[src/rtl/ide_dec_pkg.sv]
package ide_dec_pkg;

    typedef enum logic [3:0] {
        TGT_NONE,
        TGT_CFG,
        TGT_IDENT,
        TGT_TF0,
        TGT_TF1,
        TGT_CTL0,
        TGT_CTL1,
        TGT_IRQ0,
        TGT_IRQ1,
        TGT_IST0,
        TGT_IST1
    } tgt_e;

    typedef enum logic [1:0] {
        ST_IDLE,
        ST_SELECT,
        ST_HOLD
    } bus_st_e;

    localparam int NUM_SEL = 10;

endpackage

[src/rtl/ide_bus_fsm.sv]
module ide_bus_fsm
    import ide_dec_pkg::*;
(
    input  logic    clk,
    input  logic    rst_n,
    input  logic    rd,
    input  logic    wr,
    output bus_st_e st,
    output logic    start
);

    bus_st_e st_nx;

    always_ff @(posedge clk or negedge rst_n) begin
        if (!rst_n) st <= ST_IDLE;
        else        st <= st_nx;
    end

    always_comb begin
        st_nx = st;
        unique case (st)
            ST_IDLE:   if (rd ^ wr)    st_nx = ST_SELECT;
            ST_SELECT: st_nx = (rd | wr) ? ST_HOLD : ST_IDLE;
            ST_HOLD:   if (!(rd | wr)) st_nx = ST_IDLE;
            default:   st_nx = ST_IDLE;
        endcase
    end

    assign start = (st == ST_IDLE) && (rd ^ wr);

endmodule

[src/rtl/ide_cfg_reg.sv]
module ide_cfg_reg #(
    parameter int DATA_W    = 8,
    parameter int EXT_BIT   = 5,
    parameter int ROUTE_BIT = 0
) (
    input  logic              clk,
    input  logic              rst_n,
    input  logic              wr_en,
    input  logic [DATA_W-1:0] wdata,
    output logic [DATA_W-1:0] cfg_q,
    output logic              ext_en,
    output logic              dma_route
);

    always_ff @(posedge clk or negedge rst_n) begin
        if (!rst_n)     cfg_q <= '0;
        else if (wr_en) cfg_q <= wdata;
    end

    assign ext_en    = cfg_q[EXT_BIT];
    assign dma_route = cfg_q[ROUTE_BIT];

endmodule

[src/rtl/ide_addr_decode.sv]
module ide_addr_decode
    import ide_dec_pkg::*;
#(
    parameter int ADDR_W       = 15,
    parameter int STRIDE_LOG2  = 6,
    parameter int TF_REGS      = 8,
    parameter int CH_SPAN_LOG2 = 12,
    parameter int CH0_BASE     = 'h2000,
    parameter int IRQ_REL      = 'h200,
    parameter int IST_REL      = 'h290,
    parameter int CTL_REL      = 'h380,
    parameter int IDENT_BASE   = 'h2280,
    localparam int OFF_W       = ADDR_W - 1,
    localparam int IDX_W       = $clog2(TF_REGS),
    localparam int HI_W        = OFF_W - CH_SPAN_LOG2
) (
    input  logic [ADDR_W-1:0] addr,
    input  logic              is_write,
    input  logic              ext_en,
    output tgt_e              tgt,
    output logic [IDX_W-1:0]  tf_idx,
    output logic [1:0]        ident_k
);

    localparam int NUM_CH = 2;
    localparam logic [CH_SPAN_LOG2-1:0] TF_LIM = CH_SPAN_LOG2'(TF_REGS << STRIDE_LOG2);
    localparam logic [CH_SPAN_LOG2-1:0] IRQ_R  = CH_SPAN_LOG2'(IRQ_REL);
    localparam logic [CH_SPAN_LOG2-1:0] IST_R  = CH_SPAN_LOG2'(IST_REL);
    localparam logic [CH_SPAN_LOG2-1:0] CTL_R  = CH_SPAN_LOG2'(CTL_REL);
    localparam logic [OFF_W-5:0]        ID_KEY = (OFF_W-4)'(IDENT_BASE >> 4);

    logic             win_ext;
    logic [OFF_W-1:0] off;
    logic             ident_hit;

    assign win_ext   = addr[ADDR_W-1];
    assign off       = addr[OFF_W-1:0];
    assign ident_hit = (off[OFF_W-1:4] == ID_KEY) && (off[1:0] == 2'b00);

    logic [NUM_CH-1:0] ch_tf, ch_ctl, ch_irq, ch_ist;
    logic [IDX_W-1:0]  ch_idx [NUM_CH];

    for (genvar c = 0; c < NUM_CH; c++) begin : g_ch
        localparam logic [HI_W-1:0] KEY = HI_W'((CH0_BASE >> CH_SPAN_LOG2) + c);
        logic                    hit;
        logic [CH_SPAN_LOG2-1:0] rel;
        assign hit       = (off[OFF_W-1:CH_SPAN_LOG2] == KEY);
        assign rel       = off[CH_SPAN_LOG2-1:0];
        assign ch_tf[c]  = hit && (rel < TF_LIM) && (rel[STRIDE_LOG2-1:0] == '0);
        assign ch_irq[c] = hit && (rel == IRQ_R);
        assign ch_ist[c] = hit && (rel == IST_R);
        assign ch_ctl[c] = hit && (rel == CTL_R);
        assign ch_idx[c] = rel[STRIDE_LOG2 +: IDX_W];
    end

    always_comb begin
        tgt     = TGT_NONE;
        tf_idx  = '0;
        ident_k = '0;
        if (!win_ext) begin
            if (off == '0) begin
                tgt = TGT_CFG;
            end else if (ident_hit && !ext_en && !is_write) begin
                tgt     = TGT_IDENT;
                ident_k = off[3:2];
            end
        end else if (ext_en) begin
            if (ch_tf[0]) begin
                tgt    = TGT_TF0;
                tf_idx = ch_idx[0];
            end else if (ch_tf[1]) begin
                tgt    = TGT_TF1;
                tf_idx = ch_idx[1];
            end else if (ch_ctl[0]) tgt = TGT_CTL0;
            else if (ch_ctl[1])     tgt = TGT_CTL1;
            else if (ch_irq[0])     tgt = TGT_IRQ0;
            else if (ch_irq[1])     tgt = TGT_IRQ1;
            else if (ch_ist[0])     tgt = TGT_IST0;
            else if (ch_ist[1])     tgt = TGT_IST1;
        end
    end

endmodule

[src/rtl/ide_card_decoder.sv]
module ide_card_decoder
    import ide_dec_pkg::*;
#(
    parameter int          ADDR_W      = 15,
    parameter int          DATA_W      = 8,
    parameter int          STRIDE_LOG2 = 6,
    parameter int          TF_REGS     = 8,
    parameter logic [3:0]  CARD_TYPE   = 4'd3,
    localparam int         IDX_W       = $clog2(TF_REGS)
) (
    input  logic               clk,
    input  logic               rst_n,
    input  logic [ADDR_W-1:0]  bus_addr,
    input  logic               bus_rd,
    input  logic               bus_wr,
    input  logic [DATA_W-1:0]  bus_wdata,
    output logic [DATA_W-1:0]  bus_rdata,
    output logic [NUM_SEL-1:0] cs_vec,
    output logic [IDX_W-1:0]   sel_index,
    output logic               dma_route,
    output logic               ext_en
);

    bus_st_e          st;
    logic             start;
    tgt_e             tgt_d, tgt_q;
    logic [IDX_W-1:0] idx_d, idx_q;
    logic [1:0]       id_d, id_q;
    logic             wr_q;
    logic [DATA_W-1:0] wdata_q, cfg_q;
    logic             cfg_we;

    ide_bus_fsm u_fsm (
        .clk   (clk),
        .rst_n (rst_n),
        .rd    (bus_rd),
        .wr    (bus_wr),
        .st    (st),
        .start (start)
    );

    ide_addr_decode #(
        .ADDR_W      (ADDR_W),
        .STRIDE_LOG2 (STRIDE_LOG2),
        .TF_REGS     (TF_REGS)
    ) u_dec (
        .addr     (bus_addr),
        .is_write (bus_wr),
        .ext_en   (ext_en),
        .tgt      (tgt_d),
        .tf_idx   (idx_d),
        .ident_k  (id_d)
    );

    assign cfg_we = (st == ST_SELECT) && (tgt_q == TGT_CFG) && wr_q;

    ide_cfg_reg #(.DATA_W(DATA_W)) u_cfg (
        .clk       (clk),
        .rst_n     (rst_n),
        .wr_en     (cfg_we),
        .wdata     (wdata_q),
        .cfg_q     (cfg_q),
        .ext_en    (ext_en),
        .dma_route (dma_route)
    );

    always_ff @(posedge clk or negedge rst_n) begin
        if (!rst_n) begin
            tgt_q   <= TGT_NONE;
            idx_q   <= '0;
            id_q    <= '0;
            wr_q    <= 1'b0;
            wdata_q <= '0;
        end else if (start) begin
            tgt_q   <= tgt_d;
            idx_q   <= idx_d;
            id_q    <= id_d;
            wr_q    <= bus_wr;
            wdata_q <= bus_wdata;
        end
    end

    always_comb begin
        cs_vec    = '0;
        sel_index = '0;
        bus_rdata = '0;
        if (st == ST_SELECT) begin
            unique case (tgt_q)
                TGT_CFG:   begin
                    cs_vec[0] = 1'b1;
                    if (!wr_q) bus_rdata = cfg_q;
                end
                TGT_IDENT: begin
                    cs_vec[1] = 1'b1;
                    bus_rdata = DATA_W'(CARD_TYPE[id_q]);
                end
                TGT_TF0:   begin cs_vec[2] = 1'b1; sel_index = idx_q; end
                TGT_TF1:   begin cs_vec[3] = 1'b1; sel_index = idx_q; end
                TGT_CTL0:  cs_vec[4] = 1'b1;
                TGT_CTL1:  cs_vec[5] = 1'b1;
                TGT_IRQ0:  cs_vec[6] = 1'b1;
                TGT_IRQ1:  cs_vec[7] = 1'b1;
                TGT_IST0:  cs_vec[8] = 1'b1;
                TGT_IST1:  cs_vec[9] = 1'b1;
                default:   cs_vec = '0;
            endcase
        end
    end


    sel_onehot_chk: assert property (@(posedge clk) disable iff (!rst_n)
        $onehot0(cs_vec));


    sel_pulse_chk: assert property (@(posedge clk) disable iff (!rst_n)
        (cs_vec != '0) |=> (cs_vec == '0));


    hold_quiet_chk: assert property (@(posedge clk) disable iff (!rst_n)
        (st == ST_HOLD) |-> (cs_vec == '0));


    ext_gate_chk: assert property (@(posedge clk) disable iff (!rst_n)
        (cs_vec[NUM_SEL-1:2] != '0) |-> ext_en);


    ident_gate_chk: assert property (@(posedge clk) disable iff (!rst_n)
        cs_vec[1] |-> !ext_en);


    cfg_write_chk: assert property (@(posedge clk) disable iff (!rst_n)
        !$stable(cfg_q) |-> $past(cs_vec[0] && wr_q));


    idx_scope_chk: assert property (@(posedge clk) disable iff (!rst_n)
        (sel_index != '0) |-> (cs_vec[2] || cs_vec[3]));

endmodule

[config.mk]
export PLATFORM = sky130hd
export DESIGN_NAME = ide_card_decoder
export DESIGN_NICKNAME = d
export VERILOG_FILES = /design/src/rtl/ide_dec_pkg.sv /design/src/rtl/ide_bus_fsm.sv /design/src/rtl/ide_cfg_reg.sv /design/src/rtl/ide_addr_decode.sv /design/src/rtl/ide_card_decoder.sv
export SDC_FILE = /design/constraint.sdc
export NUM_CORES = 1
export LEC_CHECK = 0
export CORE_UTILIZATION = 47
export CTS_CLUSTER_SIZE = 8
export DETAILED_ROUTE_END_ITERATION = 8
export PLACE_DENSITY = 0.79
export RECOVER_POWER = 100
export SLEW_MARGIN = 30
export SYNTH_ARGS = -nofsm -noshare
export SYNTH_HDL_FRONTEND = slang
export SYNTH_HIERARCHICAL = 1
export SYNTH_SLANG_ARGS = --single-unit
[constraint.sdc]
create_clock -name clk -period 2.22 [get_ports clk]
set_input_delay 0.222 -clock clk [delete_from_list [all_inputs] [get_ports clk]]
set_output_delay 0.222 -clock clk [all_outputs]
set_load 0.01 [all_outputs]
==> out/metrics.cfg <==
[clocking]
clkTransAtPathRegs_ns = 0.14
htreeDepth = 1
cts_buffers = 3
cts_tree = built
cts.sinks = 27
cts_root_buf = clkbuf_4
ctsHoldBuffers = 0
clkLatencyLatePin_ns = 0.32
cts.path.max_buffers = 2

[die]
core_mm2 = 0.003416
row_count = 21
ios = 50
start_util = 0.5044
die_h_um = 62.55
die_w_um = 62.55
die_area_mm2 = 0.003912

[power_and_ir_drop]
ir_drop_mv = 0.4952
powerDensity_mw_per_mm2 = 586.1
p_leak_uw = 0.0009305

[sta]
setup_viol = 0
rsz0062_at_grt = false
max_freq_mhz = 470.7
period_needed_ns = 2.125
fin_crit_sh = 0.9570
slew_headroom = 0.05369
tns_ns = 0
drv_slew = 0
finClkSkew_ns = 0.004626
hold_viol = 0
worst_slew_pin_slew_ns = 1.419

[global_routing]
grt_max_degree = 28
grt_pass1_wl_um = 6320
gr-usage-all-layers = 0.2034
antenna_found_initial = 0
overflow = 0
first_global_vias = 1357

[layout]
final_common_cell = dfrtp_1
multiInputGateArea_um2 = 895.9
diodes = 0
area_growth_pct = 26.72
nets = 238
drive_above_1_share = 0.2249
nFillCells = 309
ff_latch_area_um2 = 675.6
layout_common_cells = dfrtp_1 (27), clkdlybuf4s50_1 (24), mux2_2 (16)
stdcell_area_mm2 = 0.002183

[synthesis]
postSynthCellCount = 158
ys_warn_count = 6
avgSynthCellArea_um2 = 10.90
synthesis.area_mm2 = 0.001723
syn_nets = 186

[setup_path]
cp.required_ns = 2.00
worstPathMaxFanout = 4
path_cells = buf_4 -> or4bb_2 -> a21oi_1 -> clkdlybuf4s15_1
critical_path_arrival_ns = 1.90
cp-end-kind = primary output
critPathLaunchType = flip-flop
cpMaxStageDelayCell = or4bb_2
max_stage_delay_ns = 0.62
worstSetupPathType = reg -> out

[routing]
wl_um = 3840
final_antenna_net_count = 0
via_per_inst = 5.514
route.detailed.drc = 0
drt_first_pass_iters = 4
vias = 1406
drt_first_iter_violations = 58
avgRoutedWirePerCell_um = 15.06

[placement]
port_buffers = 49
place_congestion = 0.8254
dp_hpwl_um = 2963
placed_cell_area_mm2 = 0.002261

[outcome]
status = finished, final reports clean

[flow_run]
drv_cap = 0

[min_path]
hp-class = in -> reg

## flip-flops by register name, summed over array words and instances, names as in the netlist
| register | cells |
|---|---|
| wr_q | 1 |
| id_q | 1 |
| u_fsm/st | 2 |
| wdata_q | 8 |
| tgt_q | 4 |
| u_cfg/cfg_q | 8 |
| idx_q | 3 |
## area by class of cell
cell class	instances	area share
clock buffer	3	0.01032
clock inverter	1	0.002292
inverter	10	0.01719
multi-input combinational	108	0.4103
sequential	27	0.3095
tap	46	0.02636
timing repair buffer	60	0.2241
## layer usage
layer  GRT usage  vias up  share of wire
li1            -      674              -
met1      0.2585      671           0.44
met2      0.3587       57           0.50
met3     0.04015        4          0.050
met4     0.03779        0         0.0052
met5           0        -              0
## report_power, final
part           switching, uW  internal (uW)
Combinational            208            220
Sequential              54.2            589
Clock                    141           67.5
Total                    404            876
## path summary, 6_finish.rpt
kind | end | startpoint | depth (start not counted) | slack (ns)
worst max-delay path | sel_index[2] | tgt_q[3]$_DFFE_PN0P_ | 4 | 0.1
worst min-delay path | wdata_q[1]$_DFFE_PN0P_ | bus_wdata[1] | 2 | 0.50
worst max register to register | u_cfg/cfg_q[4]$_DFFE_PN0P_ | tgt_q[3]$_DFFE_PN0P_ | 5 | 0.19
worst min register to register | u_cfg/cfg_q[1]$_DFFE_PN0P_ | u_cfg/cfg_q[1]$_DFFE_PN0P_ | 1 | 0.50
max in group asynchronous | tgt_q[1]$_DFFE_PN0P_ | rst_n | 2 | 0.66
min in group asynchronous | wdata_q[4]$_DFFE_PN0P_ | rst_n | 2 | 0.74
## worst max-delay path: cells and delay by family, from the launching register on
family                 cells  cell delay [ns]
and+or+nand+nor            1             0.62
DFF                        1             0.42
AOI/OAI and AO/OA          1             0.14
buffers and inverters      2             0.40
## metrics by stage
step / hold slack (ns) / util / cells / worst slack, ns / power [uW]
after CTS: 0.2546 / 0.6689 / 255 / 0.0007181 / 1333
after global routing: 0.4866 / 0.6392 / 255 / 0.003874 / 1362
final: 0.5004 / 0.6392 / 255 / 0.09542 / 1280
after global placement: 0.4828 / 0.6619 / 248 / 0.1330 / 1070
after floorplan: -0.07359 / - / 158 / 0.3210 / 929.9
after detailed placement: 0.4902 / 0.6619 / 248 / 0.08853 / 1101
## timing repair
| action | CTS | global route |
|---|---|---|
| buffers inserted | 3 | 0 |
| pin swaps | 1 | 0 |
| endpoints found under the setup margin | 21 | 10 |
| resized for setup | 23 | 19 |
Note: power is estimated with default switching activity, not from simulation.
